--- src/rtl/dp_collision_arbiter.sv ---
module dp_collision_arbiter #(
  parameter int AW = 13
) (
  input  logic          clk,
  input  logic          rst_n,
  input  logic          master_i,
  input  logic          l_en_i,
  input  logic [AW-1:0] l_addr_i,
  input  logic          l_wr_i,
  input  logic          l_busy_n_i,
  input  logic          r_en_i,
  input  logic [AW-1:0] r_addr_i,
  input  logic          r_wr_i,
  input  logic          r_busy_n_i,
  output logic          l_busy_n_o,
  output logic          r_busy_n_o,
  output logic          l_we_o,
  output logic          r_we_o
);

  logic          l_en_q, r_en_q;
  logic [AW-1:0] l_addr_q, r_addr_q;
  logic          l_lose_q, r_lose_q, l_lose_d, r_lose_d;
  logic          l_we_q, r_we_q;

  wire hit    = l_en_i & r_en_i & (l_addr_i == r_addr_i);
  wire l_stay = l_en_q & (l_addr_q == l_addr_i);
  wire r_stay = r_en_q & (r_addr_q == r_addr_i);
  wire held   = l_lose_q | r_lose_q;

  always_comb begin
    l_lose_d = 1'b0;
    r_lose_d = 1'b0;
    if (master_i && hit) begin
      if (held) begin
        l_lose_d = l_lose_q;
        r_lose_d = r_lose_q;
      end else if (r_stay && !l_stay) begin
        l_lose_d = 1'b1;
      end else begin
        r_lose_d = 1'b1;
      end
    end
  end

  wire l_ok = master_i ? ~l_lose_d : l_busy_n_i;
  wire r_ok = master_i ? ~r_lose_d : r_busy_n_i;

  always_ff @(posedge clk) begin
    if (!rst_n) begin
      l_en_q   <= 1'b0;
      r_en_q   <= 1'b0;
      l_addr_q <= '0;
      r_addr_q <= '0;
      l_lose_q <= 1'b0;
      r_lose_q <= 1'b0;
      l_we_q   <= 1'b0;
      r_we_q   <= 1'b0;
    end else begin
      l_en_q   <= l_en_i;
      r_en_q   <= r_en_i;
      l_addr_q <= l_addr_i;
      r_addr_q <= r_addr_i;
      l_lose_q <= l_lose_d;
      r_lose_q <= r_lose_d;
      l_we_q   <= l_en_i & l_wr_i & l_ok;
      r_we_q   <= r_en_i & r_wr_i & r_ok;
    end
  end

  assign l_busy_n_o = ~l_lose_q;
  assign r_busy_n_o = ~r_lose_q;
  assign l_we_o     = l_we_q;
  assign r_we_o     = r_we_q;

  assert_one_loser_R2: assert property (@(posedge clk) disable iff (!rst_n)
    $onehot0({~l_busy_n_o, ~r_busy_n_o}));

  assert_no_busy_without_hit_R7: assert property (@(posedge clk) disable iff (!rst_n)
    !(master_i && l_en_i && r_en_i && (l_addr_i == r_addr_i)) |=> (l_busy_n_o && r_busy_n_o));

  assert_left_gated_R5: assert property (@(posedge clk) disable iff (!rst_n)
    !l_busy_n_o |-> !l_we_o);

  assert_right_gated_R5: assert property (@(posedge clk) disable iff (!rst_n)
    !r_busy_n_o |-> !r_we_o);

  assert_slave_quiet_R9: assert property (@(posedge clk) disable iff (!rst_n)
    !master_i |=> (l_busy_n_o && r_busy_n_o));

  assert_slave_inhibit_R9: assert property (@(posedge clk) disable iff (!rst_n)
    (!master_i && (!l_busy_n_i || !r_busy_n_i)) |=> !((!$past(l_busy_n_i) && l_we_o) || (!$past(r_busy_n_i) && r_we_o)));

endmodule

--- config.mk ---
export PLATFORM = sky130hd
export DESIGN_NAME = dp_collision_arbiter
export DESIGN_NICKNAME = d
export VERILOG_FILES = /design/src/rtl/dp_collision_arbiter.sv
export SDC_FILE = /design/constraint.sdc
export NUM_CORES = 1
export LEC_CHECK = 0
export BUFFER_PORTS_ARGS = -buffer_cell sky130_fd_sc_hd__buf_2
export CORE_ASPECT_RATIO = 1.5
export CORE_MARGIN = 1
export CORE_UTILIZATION = 30
export DETAILED_ROUTE_END_ITERATION = 8
export HOLD_SLACK_MARGIN = 0.08
export MAX_ROUTING_LAYER = met4
export PLACE_DENSITY = 0.59
export SETUP_SLACK_MARGIN = 0.5
export SYNTH_ARGS = -nofsm -noshare
export SYNTH_HDL_FRONTEND = slang
export SYNTH_SLANG_ARGS = --single-unit
--- constraint.sdc ---
create_clock -name clk -period 2.27 [get_ports clk]
set_input_delay 0.454 -clock clk [delete_from_list [all_inputs] [get_ports clk]]
set_output_delay 0.454 -clock clk [all_outputs]
set_load 0.005 [all_outputs]
After elaboration in Yosys (flattened, before gate mapping) --
Cells that the tools add are included.
Operators by class: equal/unequal tests 3, muxes and demuxes 8, bitwise logic cells 13, reduce and logical (&&, ||, !) cells 3
Operator list (number):
- equality test 13 bit | 3
- AND 1 bit | 8
- two-way mux 1 bit | 8
- NOT 1 bit | 4
- logical AND 1 bit | 2
- logical NOT 1 bit | 1
- bitwise OR 1 bit | 1
Storage, ports and cells: bits in registers 32, bits of input ports 35, output and inout bits 4, logic and storage cells 35

Logic depth before layout (Yosys ltp) --
depth in word-level cells 10, mapped depth 5, depth with buffers taken out 5

Worst setup path before layout --
OpenSTA, ideal clock, no wires.
path kind in2reg, from input r_addr_i[1], to register l_we_q, in the netlist l_we_o, library setup time 0.118 ns, arrival time 1.396 ns, data required time 2.152 ns, slack 0.757 ns, stages 5, path buffers 0, cells stage by stage xor2_1 nor4_2 nand4_1 o21a_1 o2111a_1
Between the ends: longest elaborated chain between the ends 9, elaborated cells between the ends (all ways) 12, classes of those cells eq/ne (2); mux (4); bitwise (4); reduce/logical (2)
RTL lines:
- from (decl) | line 12 | input logic [AW-1:0] r_addr_i,
- equality test 13 bit | line 28 | wire r_stay = r_en_q & (r_addr_q == r_addr_i);
- AND 1 bit | line 28
- logical AND 1 bit | line 38 | end else if (r_stay && !l_stay) begin
- two-way mux 1 bit | line 38
- two-way mux 1 bit | line 35 | if (held) begin
- two-way mux 1 bit (*) | line 34 | if (master_i && hit) begin
- NOT 1 bit (*) | line 46 | wire l_ok = master_i ? ~l_lose_d : l_busy_n_i;
- two-way mux 1 bit (*) | line 46
- AND 1 bit (*) | line 66 | l_we_q <= l_en_i & l_wr_i & l_ok;
- to (signal assigned) | line 66
- to (decl) | line 24 | logic l_we_q, r_we_q;
Mark *: on every way between the ends. The rest lies on a longest branch, timed or not. A chain may end at the register's enable or synchronous reset.

Worst setup path in the final report --
Ends and elaborated chain as after synthesis.

==> impl_metrics.yaml <==
sta:
  fin_worst_skew_ps: 3.00
  setup_tns_ps: 0
  slew_headroom: 0.735
  period_needed_ps: 1510
  min_period_over_period: 0.663
  fmax_mhz: 664
  rsz0062_at_grt: "no"
  hold_slack_ps: 428
  hold_violations: 0
  setup_slack_ps: 764
  finalSetupViolations: 0
  tightest_slew_ps: 398
  report.final.slew_viol_count: 0
grt:
  grt_max_degree: 30
  grt_use_total: 0.137
  grt_pass1_wl_mm: 4.75
  grt_pass1_vias: 1054
  antenna_found_initial: 0
  overflow: 0
yosys:
  ys_warn_count: 0
  syn_area_um2: 1350
  syn_area_per_cell_um2: 10.5
  syn_nets: 164
  synth_cells: 129
  ys_seq_area_frac: 0.473
  ys_seq_elements: 32
  ys_types: 18
place:
  gp_congestion: 0.820
  numPortBuffers: 38
  pre_cts_ws_ps: 444
  hpwlAfterDp_mm: 2.21
clock_tree:
  cts_resized: 0
  cts.reportedPaths.clkPinSlew_ps: 60
  h-tree-depth: 2
  hold_buffers: 0
  post_cts_buffers: 0
  clockBufferDepth: 2
  cts_root_buffer: "clkbuf_8"
  cts_tree: "built"
  cts_buffers: 5
  cts_sinks: 32
  worstSkewPairLatency_ps: 280
route:
  wl_met1_mm: 1.04
  drcViolationCount: 8
  dr.pass1.iters: 6
  drt_iter0_drc: 12
  top_layer_used: "met4"
  wl_per_cell_um: 12.5
  wirelength_mm: 2.72
  final_antenna_net_count: 0
  vias: 990
  dr_wl_met3_um: 136
  viasPerCell: 4.54
  met2_wirelength_mm: 1.48
floorplanning:
  core-area_um2: 4280
  die_y_um: 84.3
  die_w_um: 56.9
  io_pins: 39
  die_area_um2: 4790
  rows: 29
  initial_core_util: 0.316
critical_path:
  startpoint_type: "input port"
  required_ps: 2440
  cp_data_arrival_time_ps: 1680
  reg2reg_from: "r_addr_q[1]"
  worstRegToRegCells: 5
  critical_path_class: "input port to flop"
  ff2ff_setup_slack_ps: 770
  timing.rr.end: "l_we_o"
  cp_max_fo: 3
  cp-end-kind: "flop"
finish:
  fin_nets: 206
  fillers: 458
  drive_above_1_share: 0.285
  final_common_cell: "buf_2"
  mostFrequentLayoutCells: "buf_2 (38), dfxtp_1 (32), and2_1 (27), xnor2_1 (27), xor2_1 (12)"
  area_growth_pct: 24.1
  fin_util: 0.392
  antenna_cells_inserted: 0
job:
  drv_cap: 0
min_path:
  hold_depth: 2
  min_to: "l_addr_q[8]"
  worstHoldPathType: "input port to flop"
  hp-start: "l_addr_i[8]"
status:
  violations: "DRC"
  status: "finished, violations left"
pwr:
  comb_power_share: 0.128
  power.density_nw_per_um2: 708
  total_power_uw: 1190
  p_sw_uw: 272
  ir_drop_uv: 298
  clock_power_share: 0.367
  power_frac_seq: 0.505
  p_int_uw: 918
  p_leak_uw: 0.000683
  p_sw_frac: 0.229
==> through the flow <==
step | instances | cell area (um2)
final | 218 | 1680
after detailed placement | 210 | 1590
after global routing | 218 | 1680
after floorplan | 129 | 1350
after CTS | 218 | 1680
after global placement | 210 | 1590
==> cells in the mapped netlist (all sizes together) <==
cell	number	area, um2
and2	28	176
dfxtp	32	641
o211a	1	10.0
xnor2	27	236
nor4	5	50.1
o21a	2	15.0
nand4	8	50.1
inv	3	11.3
o2111a	1	11.3
nand2	2	7.51
or2	1	6.26
xor2	12	105
and4	1	8.76
o22ai	1	6.26
nor2	2	7.51
clkbuf	3	11.3
==> power by group through the flow <==
| stage | Clock (uW) | Combinational, uW | Sequential [uW] |
|---|---|---|---|
| final | 437 | 152 | 601 |
| after global routing | 482 | 171 | 603 |
| after CTS | 453 | 156 | 601 |
| after detailed placement | 0 | 155 | 613 |
| after global placement | 0 | 153 | 613 |
| after floorplan | 0 | 88.5 | 612 |
==> per-layer routing <==
metal,track usage,vias to the layer above
met3,0.0493,6
met1,0.139,457
met4,0.0599,0
met2,0.234,21
li1,-,506
met5,-,-
==> cell type report <==
type                       count  area [um2]  area share
timing repair buffer          38         190       0.113
inverter                       3        11.3     0.00670
multi-input combinational     91         691       0.411
clock buffer                   8        90.1      0.0536
sequential                    32         641       0.381
tap                           46        57.6      0.0343
==> worst max path at each step <==
stage | endpoint | depth (start not counted) | start
after CTS | l_we_o | 5 | r_addr_q[1]
after detailed placement | l_we_o | 6 | r_addr_i[1]
after global placement | l_we_o | 6 | r_addr_i[6]
final | l_we_o | 6 | r_addr_i[1]
after global routing | l_we_o | 5 | r_addr_q[1]
after floorplan | l_we_o | 5 | r_addr_i[1]
==> flip-flops by register name, indices dropped and copies added (netlist names) <==
signal    count
r_addr_q     13
l_addr_q     13
r_lose_q      1
l_en_q        1
l_we_o        1
r_we_o        1
r_en_q        1
l_lose_q      1
==> kinds of logic (layout without fill, tap and decap cells) <==
family / after synthesis / after routing / share of synthesized area
flops: 32 / 32 / 0.473
simple gates: 47 / 47 / 0.226
compound gates: 5 / 5 / 0.0314
buf+inv: 6 / 49 / 0.0166
xor+xnor: 39 / 39 / 0.252
==> critical path, stage by stage <==
cell and delay, ps:
buf_2 120, xor2_1 160, nor4_2 320, nand4_1 170, o21a_1 210, o2111a_1 240
(Power assumes the default switching activity.)
